**src/rtl/ser_wake_pkg.sv**
```systemverilog
package ser_wake_pkg;
  typedef enum logic [1:0] {
    ST_ACT   = 2'd0,
    ST_IDLE0 = 2'd1,
    ST_IDLE  = 2'd2
  } mode_t;

  // strobes from control to datapath
  typedef struct packed {
    logic idle;       // writes frozen
    logic watch;      // edges may wake
    logic leaveIdle;  // wake taken this cycle
  } ctl_t;
endpackage

```
**src/rtl/ser_wake_sync.sv**
```systemverilog
module ser_wake_sync #(
  parameter int W = 4
) (
  input  logic         clk,
  input  logic         rstN,
  input  logic [W-1:0] din,
  output logic [W-1:0] sync,
  output logic [W-1:0] prev
);
  logic [W-1:0] stage1;

  // lines rest high, so reset to 1 to avoid a false edge
  always_ff @(posedge clk or negedge rstN) begin
    if (!rstN) begin
      stage1 <= '1;
      sync   <= '1;
      prev   <= '1;
    end else begin
      stage1 <= din;
      sync   <= stage1;
      prev   <= sync;
    end
  end
endmodule

```
**src/rtl/ser_wake_dp.sv**
```systemverilog
module ser_wake_dp
  import ser_wake_pkg::*;
#(
  parameter int NCH = 4,
  localparam int RW = 2 * NCH
) (
  input  logic           clk,
  input  logic           rstN,
  input  ctl_t           ctl,
  input  logic           wrEn,
  input  logic [RW-1:0]  wrData,
  input  logic [NCH-1:0] clkIn,
  input  logic [NCH-1:0] datIn,
  input  logic [NCH-1:0] clkWakeEn,
  input  logic [NCH-1:0] datWakeEn,
  input  logic           flagClr,
  output logic [RW-1:0]  outSig,
  output logic [NCH-1:0] wakeSrc,
  output logic           anyHit
);
  logic [NCH-1:0] syncC, prevC, syncD, prevD;
  logic [NCH-1:0] fallC, fallD, armed, hitVec;

  ser_wake_sync #(.W(NCH)) uSyncClk (
    .clk(clk), .rstN(rstN), .din(clkIn), .sync(syncC), .prev(prevC)
  );
  ser_wake_sync #(.W(NCH)) uSyncDat (
    .clk(clk), .rstN(rstN), .din(datIn), .sync(syncD), .prev(prevD)
  );

  assign armed = outSig[NCH-1:0];

  for (genvar i = 0; i < NCH; i++) begin : g_chan
    assign fallC[i]  = prevC[i] & ~syncC[i];
    assign fallD[i]  = prevD[i] & ~syncD[i];
    assign hitVec[i] = ctl.watch & armed[i] &
                       ((fallC[i] & clkWakeEn[i]) | (fallD[i] & datWakeEn[i]));
  end

  assign anyHit = |hitVec;

  always_ff @(posedge clk or negedge rstN) begin
    if (!rstN) begin
      outSig <= '1;
    end else if (wrEn && !ctl.idle) begin
      outSig <= wrData;
    end
  end

  always_ff @(posedge clk or negedge rstN) begin
    if (!rstN) begin
      wakeSrc <= '0;
    end else begin
      wakeSrc <= (flagClr ? '0 : wakeSrc) | (ctl.leaveIdle ? hitVec : '0);
    end
  end

  // register frozen for the whole Idle period
  p_frozen_r4: assert property (@(posedge clk) disable iff (!rstN)
    ($past(ctl.idle) && ctl.idle) |-> $stable(outSig));

  // without a clear no source bit is ever lost
  p_src_sticky_r10: assert property (@(posedge clk) disable iff (!rstN)
    !flagClr |=> ((wakeSrc & $past(wakeSrc)) == $past(wakeSrc)));
endmodule

```
**src/rtl/ser_wake_ctrl.sv**
```systemverilog
module ser_wake_ctrl
  import ser_wake_pkg::*;
(
  input  logic clk,
  input  logic rstN,
  input  logic idleReq,
  input  logic shiftEn,
  input  logic flagClr,
  input  logic anyHit,
  output ctl_t ctl,
  output logic isIdle,
  output logic shiftRun,
  output logic wakePulse,
  output logic idleErr
);
  mode_t state, stateNx;
  logic  refuse;

  assign refuse = (state == ST_ACT) && idleReq && shiftEn;

  always_comb begin
    stateNx = state;
    unique case (state)
      ST_ACT:   if (idleReq && !shiftEn) stateNx = ST_IDLE0;
      ST_IDLE0: stateNx = ST_IDLE;
      ST_IDLE:  if (anyHit) stateNx = ST_ACT;
      default:  stateNx = ST_ACT;
    endcase
  end

  always_ff @(posedge clk or negedge rstN) begin
    if (!rstN) begin
      state     <= ST_ACT;
      wakePulse <= 1'b0;
      idleErr   <= 1'b0;
    end else begin
      state     <= stateNx;
      wakePulse <= (state == ST_IDLE) && anyHit;
      if (refuse)       idleErr <= 1'b1;
      else if (flagClr) idleErr <= 1'b0;
    end
  end

  assign isIdle        = (state != ST_ACT);
  assign shiftRun      = shiftEn && (state == ST_ACT);
  assign ctl.idle      = isIdle;
  assign ctl.watch     = (state == ST_IDLE);
  assign ctl.leaveIdle = (state == ST_IDLE) && anyHit;

  // accepted request enters Idle next cycle
  p_enter_r2: assert property (@(posedge clk) disable iff (!rstN)
    (!isIdle && idleReq && !shiftEn) |=> isIdle);

  // refused request stays Active and raises the flag
  p_refuse_r3: assert property (@(posedge clk) disable iff (!rstN)
    (!isIdle && idleReq && shiftEn) |=> (!isIdle && idleErr));

  // wake pulse lasts one cycle
  p_pulse_once_r8: assert property (@(posedge clk) disable iff (!rstN)
    wakePulse |=> !wakePulse);

  // pulse coincides with the first Active cycle after Idle
  p_leave_r8: assert property (@(posedge clk) disable iff (!rstN)
    wakePulse |-> (!isIdle && $past(isIdle)));

  // the masked first Idle cycle can never produce a wake
  p_mask_r9: assert property (@(posedge clk) disable iff (!rstN)
    (state == ST_IDLE0) |=> (isIdle && !wakePulse));
endmodule

```
**src/rtl/ser_idle_wake.sv**
```systemverilog
module ser_idle_wake
  import ser_wake_pkg::*;
#(
  parameter int NCH = 4
) (
  input  logic               clk,
  input  logic               rstN,
  input  logic               idleReq,
  input  logic               shiftEn,
  input  logic               wrEn,
  input  logic [2*NCH-1:0]   wrData,
  input  logic [NCH-1:0]     clkIn,
  input  logic [NCH-1:0]     datIn,
  input  logic [NCH-1:0]     clkWakeEn,
  input  logic [NCH-1:0]     datWakeEn,
  input  logic               flagClr,
  output logic               isIdle,
  output logic               shiftRun,
  output logic [2*NCH-1:0]   outSig,
  output logic               wakePulse,
  output logic [NCH-1:0]     wakeSrc,
  output logic               idleErr
);
  ctl_t ctl;
  logic anyHit;

  ser_wake_ctrl uCtrl (
    .clk(clk), .rstN(rstN), .idleReq(idleReq), .shiftEn(shiftEn),
    .flagClr(flagClr), .anyHit(anyHit), .ctl(ctl), .isIdle(isIdle),
    .shiftRun(shiftRun), .wakePulse(wakePulse), .idleErr(idleErr)
  );

  ser_wake_dp #(.NCH(NCH)) uDp (
    .clk(clk), .rstN(rstN), .ctl(ctl), .wrEn(wrEn), .wrData(wrData),
    .clkIn(clkIn), .datIn(datIn), .clkWakeEn(clkWakeEn),
    .datWakeEn(datWakeEn), .flagClr(flagClr), .outSig(outSig),
    .wakeSrc(wakeSrc), .anyHit(anyHit)
  );

  // shift engine never permitted while Idle
  p_shift_r5: assert property (@(posedge clk) disable iff (!rstN)
    isIdle |-> !shiftRun);
endmodule

```
**config.mk**
```make
export PLATFORM = sky130hd
export DESIGN_NAME = ser_idle_wake
export DESIGN_NICKNAME = d
export VERILOG_FILES = /design/src/rtl/ser_wake_pkg.sv /design/src/rtl/ser_wake_sync.sv /design/src/rtl/ser_wake_dp.sv /design/src/rtl/ser_wake_ctrl.sv /design/src/rtl/ser_idle_wake.sv
export SDC_FILE = /design/constraint.sdc
export NUM_CORES = 1
export LEC_CHECK = 0
export BUFFER_PORTS_ARGS = -buffer_cell sky130_fd_sc_hd__buf_2
export CORE_MARGIN = 4
export CORE_UTILIZATION = 30
export DETAILED_ROUTE_END_ITERATION = 8
export GPL_ROUTABILITY_DRIVEN = 0
export GPL_TIMING_DRIVEN = 0
export HOLD_SLACK_MARGIN = 0.08
export MAX_ROUTING_LAYER = met4
export PLACE_DENSITY = 0.59
export SLEW_MARGIN = 40
export SYNTH_ARGS = -nofsm -noshare
export SYNTH_HDL_FRONTEND = slang
export SYNTH_HIERARCHICAL = 1
export SYNTH_SLANG_ARGS = --single-unit
```
**constraint.sdc**
```tcl
create_clock -name clk -period 4.5 [get_ports clk]
set_clock_uncertainty 0.15 [all_clocks]
set_input_delay 0.225 -clock clk [delete_from_list [all_inputs] [get_ports clk]]
set_output_delay 0.225 -clock clk [all_outputs]
set_load 0.005 [all_outputs]
```
## Word-level counts from Yosys, hierarchy flattened

Index checks and enable logic that the tools add are counted.

| operators by class | value |
|---|---|
| equal/unequal tests | 4 |
| multiplexer cells | 7 |
| $mul | 0 |
| divide/modulo/power cells | 0 |
| bitwise logic cells | 37 |
| add/subtract/negate cells | 0 |
| reduce and logical (&&, ||, !) cells | 13 |
| shift-type cells | 0 |
| $lt $le $gt $ge | 0 |

Operators with widths:

| kind | count |
|---|---|
| bitwise AND 1 bit | 24 |
| 2-to-1 mux 4 bit | 2 |
| NOT 1 bit | 8 |
| logical AND 1 bit | 6 |
| one-hot mux 2 bit (3 select lines) | 1 |
| 2-to-1 mux 2 bit | 2 |
| inequality test 2 bit, second input constant | 2 |
| OR 1 bit | 4 |
| OR 4 bit | 1 |
| nonzero test 2 bit | 2 |
| OR reduction 4 bit | 1 |
| == test 2 x 1 -> 1 bit, second input constant | 1 |
| == test 2 bit, second input constant | 1 |
| zero test 1 bit | 2 |
| zero test 2 bit | 1 |
| 2-to-1 mux 1 bit | 2 |
| AND reduction 2 bit | 1 |

| storage, ports and cells | value |
|---|---|
| RAM bits | 0 |
| memories kept | 0 |
| bits in registers | 40 |
| logic and storage cells | 72 |
| memory bits (read-only) | 0 |
| latch bits | 0 |

## Logic depth before layout (Yosys ltp)

| depth | value |
|---|---|
| depth in word-level cells | 9 |
| depth in mapped cells | 6 |

## Hierarchy

The synthesis kept the hierarchy.

By module, submodules not included:

| module | instances | sequential area each (sq um) | area each (sq um) | cells an instance |
|---|---|---|---|---|
| ser_wake_sync | 2 | 315.3 | 315.3 | 12 |
| ser_wake_dp | 1 | 310.3 | 554.3 | 44 |
| ser_wake_ctrl | 1 | 100.1 | 182.7 | 16 |

## Least setup slack after synthesis

Ideal clock, no wire load.

| path | value |
|---|---|
| kind | reg2reg |
| from | register uCtrl.state[1] |
| to | register uDp.wakeSrc[2] |
| setup slack | 2.615 ns |
| stages on the path, launching flop included | 7 |
| buffers on the path | 0 |
| clock period less this slack | 1.885 ns |
| library setup time | 0.121 ns |
| data required time | 4.229 ns |
| arrival time | 1.614 ns |
| path through | dfrtp_1 > and2b_2 > nand2_1 > a21oi_1 > or4_1 > and2_2 > a22o_2 |

RTL lines:

| item | line | source |
|---|---|---|
| from (decl) | ser_wake_ctrl.sv:16 | `mode_t state, stateNx;` |
| from (signal assigned) | ser_wake_ctrl.sv:37 | `state <= stateNx;` |
| to (signal assigned) | ser_wake_dp.sv:54 | `wakeSrc <= (flagClr ? '0 : wakeSrc) \| (ctl.leaveIdle ? hitVec : '0);` |
| to (decl) | ser_wake_dp.sv:18 | `output logic [NCH-1:0] wakeSrc,` |

==> impl_metrics.csv <==
group,metric,value,unit
synth,yosysMostFrequentCell,"dfstp_2",
power_and_ir_drop,ir_drop,0.231,mV
finish,seqCellArea,0.00104,mm²
sta,hold_viol_final,0,
clocking,clk_path_buf_depth,2,
sta,worstMarginPinSlew,469,ps
sta,period_needed,2010,ps
synth,yosys.area.top_type,"dfstp_2",
clocking,numCtsBuffers,5,
sta,setup_violations,0,
synth,synth_nets,114,
synth,syn_area,0.00137,mm²
global_route,grt.busiest_layer,"met2",
worst_setup_path,crit_arrival,2030,ps
floorplan,die_h,75.5,µm
clocking,htreeDepth,2,
worst_setup_path,cp_max_fo,5,
finish,drive_gt1_frac,0.624,
detailed_routing,dr.pass1.iters,4,
floorplan,initial_core_util,0.312,
synth,synth-seq-cells,40,
synth,syn-instance-count,84,
detailed_routing,viasPerCell,4.28,
synth,synthArstFlopShare,1.00,
worst_setup_path,worstSetupStartpointType,"flop",
global_route,track_usage,0.107,
sta,fmax,497,MHz
synth,synth_ff_type,"dfstp_2",
clocking,cts_num_sinks,40,
clocking,clock_latency,280,ps
detailed_routing,drcViolationCount,0,
sta,drv_slew,0,
floorplan,rows,24,
global_route,antenna_found_initial,0,
detailed_routing,detail_route.wl_per_cell,12.7,µm
global_route,grtUsageMet1,0.119,
placed_design,hpwl,1930,µm
clocking,cts_tree,"built",
synth,synth.distinct_cells,21,
clocking,cts_root_buffer,"clkbuf_8",
finish,multi_input_area,303,µm²
worst_setup_path,end_kind,"flop",
placed_design,dpl-instance-area,0.00166,mm²
worst_setup_path,r2r_slack,2490,ps
global_route,grt_pass1_vias,990,
floorplan,core,0.00438,mm²
global_route,use_met2,0.175,
placed_design,pre_cts_ws,2480,ps
hold_path,hold_path.class,"flop to flop",
detailed_routing,antenna_left,0,
clocking,post-cts-setup-buffers,0,
floorplan,fp.dieArea,0.00570,mm²
finish,final_nets,187,
sta,setup_ws,2490,ps
global_route,grt-ovfl-total,0,
finish,layoutNonFillerInstCount,209,
placed_design,place_inst,181,
detailed_routing,routed_wl,2660,µm
power_and_ir_drop,p_leak,0.000887,µW
sta,final.setup.tns,0,ps
synth,ys_warn_count,6,
worst_setup_path,worstSetupPathType,"flop to flop",
worst_setup_path,crit_required,4520,ps
sta,period_share,0.447,
detailed_routing,num_vias,895,
status,status,"finished clean",
finish,diodes,0,
synth,synth_top_area_frac,0.615,
run,maxCapViolations,0,
global_route,grtUsageMet3,0.0343,
floorplan,io_pins,46,
power_and_ir_drop,powerDensity,466,mW/mm²
clocking,clkTransAtPathRegs,70,ps
sta,rsz0062_at_grt,"false",
synth,synth_edf_count,0,
finish,final_area,0.00195,mm²
synth,ys_seq_area_frac,0.761,
floorplan,die_width,75.5,µm
sta,slew_headroom,0.687,
sta,whs,207,ps
synth,yosys-top-cells-count,"32 x dfstp_2, 8 x dfrtp_1, 8 x mux2_2, 8 x nand3b_1, 5 x nand2_1",
finish,synthToLayoutAreaGrowth,42.5,%
finish,nFillCells,407,
synth,syn_avg_cell_area,16.3,µm²
global_route,grt_max_degree,41,
global_route,grt_pass1_wl,4330,µm
synth,synthTopCellsByArea,"dfstp_2 61%, dfrtp_1 15%, mux2_2 6.6%",
placed_design,port_buffers,45,
detailed_routing,drtIter0Drc,40,
==> registers in the layout, indices dropped and copies added (netlist names), 4 cells and up <==
name,flops
uDp/outSig,8
uDp/uSyncClk/prev,4
uDp/uSyncClk/stage1,4
uDp/uSyncClk/sync,4
uDp/uSyncDat/prev,4
uDp/uSyncDat/stage1,4
uDp/uSyncDat/sync,4
uDp/wakeSrc,4
==> per-layer routing <==
layer | share of wire | up-vias
met5 | 0 | -
met4 | 0.0083 | 0
met3 | 0.060 | 2
met2 | 0.53 | 21
met1 | 0.40 | 444
li1 | - | 428
==> timing repair <==
| action | CTS | global route |
|---|---|---|
| hold endpoints to repair | 26 | 0 |
| hold buffers | 21 | 0 |
| gates resized for setup | 0 | 0 |
==> layout by cell type, fill, tap and decap left out, types with 2 or more instances in the layout <==
cell type / count
a22o_1: 3
a21oi_1: 4
nand2_1: 5
dfstp_2: 32
inv_1: 3
dlygate4sd3_1: 21
nand3b_1: 8
buf_4: 2
dfrtp_1: 8
clkbuf_8: 5
buf_2: 45
mux2_2: 8
==> power breakdown <==
| part | switching [µW] | internal [µW] |
|---|---|---|
| Combinational | 90.1 | 122 |
| Sequential | 31.3 | 452 |
| Clock | 106 | 105 |
| Total | 228 | 679 |
==> kinds of logic (layout without fill, tap and decap cells) <==
| logic type | after synthesis | count (layout) | synth area share |
|---|---|---|---|
| AO/OA/AOI/OAI | 9 | 9 | 0.0458 |
| flip-flops | 40 | 40 | 0.761 |
| buffers and inverters | 5 | 78 | 0.0174 |
| AND/OR/NAND/NOR | 21 | 21 | 0.102 |
| multiplexers | 9 | 9 | 0.0732 |
==> critical path, cell delays in order, from the launching register on <==
cell and delay, ps:
dfrtp_1 400, and2b_2 250, nand2_1 70, a21oi_1 50, or4_1 530, and2_2 220
a22o_2 220
==> through the flow <==
step | power, µW | utilization
after CTS | 920 | 0.444
after detailed placement | 685 | 0.378
after global placement | 677 | 0.378
after floorplan | 591 | -
after global routing | 961 | 0.444
final | 907 | 0.444
==> path summary, 6_finish.rpt <==
check                                        from              endpoint  cells past startpoint
min                        uDp/uSyncClk/stage1[3]  uDp/uSyncClk/sync[3]                      0
max                                uCtrl/state[1]        uDp/wakeSrc[2]                      6
max in group asynchronous                    rstN         uDp/outSig[0]                      2
max reg2reg                        uCtrl/state[1]        uDp/wakeSrc[2]                      6
min in group asynchronous                    rstN         uCtrl/idleErr                      2
min reg2reg                uDp/uSyncClk/stage1[3]  uDp/uSyncClk/sync[3]                      0
==> cell type report <==
cell class / instances / area share
Buffer: 2 / 0.00642
Clock buffer: 6 / 0.0373
Clock inverter: 1 / 0.00257
Inverter: 3 / 0.00578
Multi-Input combinational cell: 39 / 0.155
Sequential cell: 40 / 0.534
Tap cell: 52 / 0.0334
Timing Repair Buffer: 66 / 0.225
No activity file was read; power rests on OpenSTA's default activity.
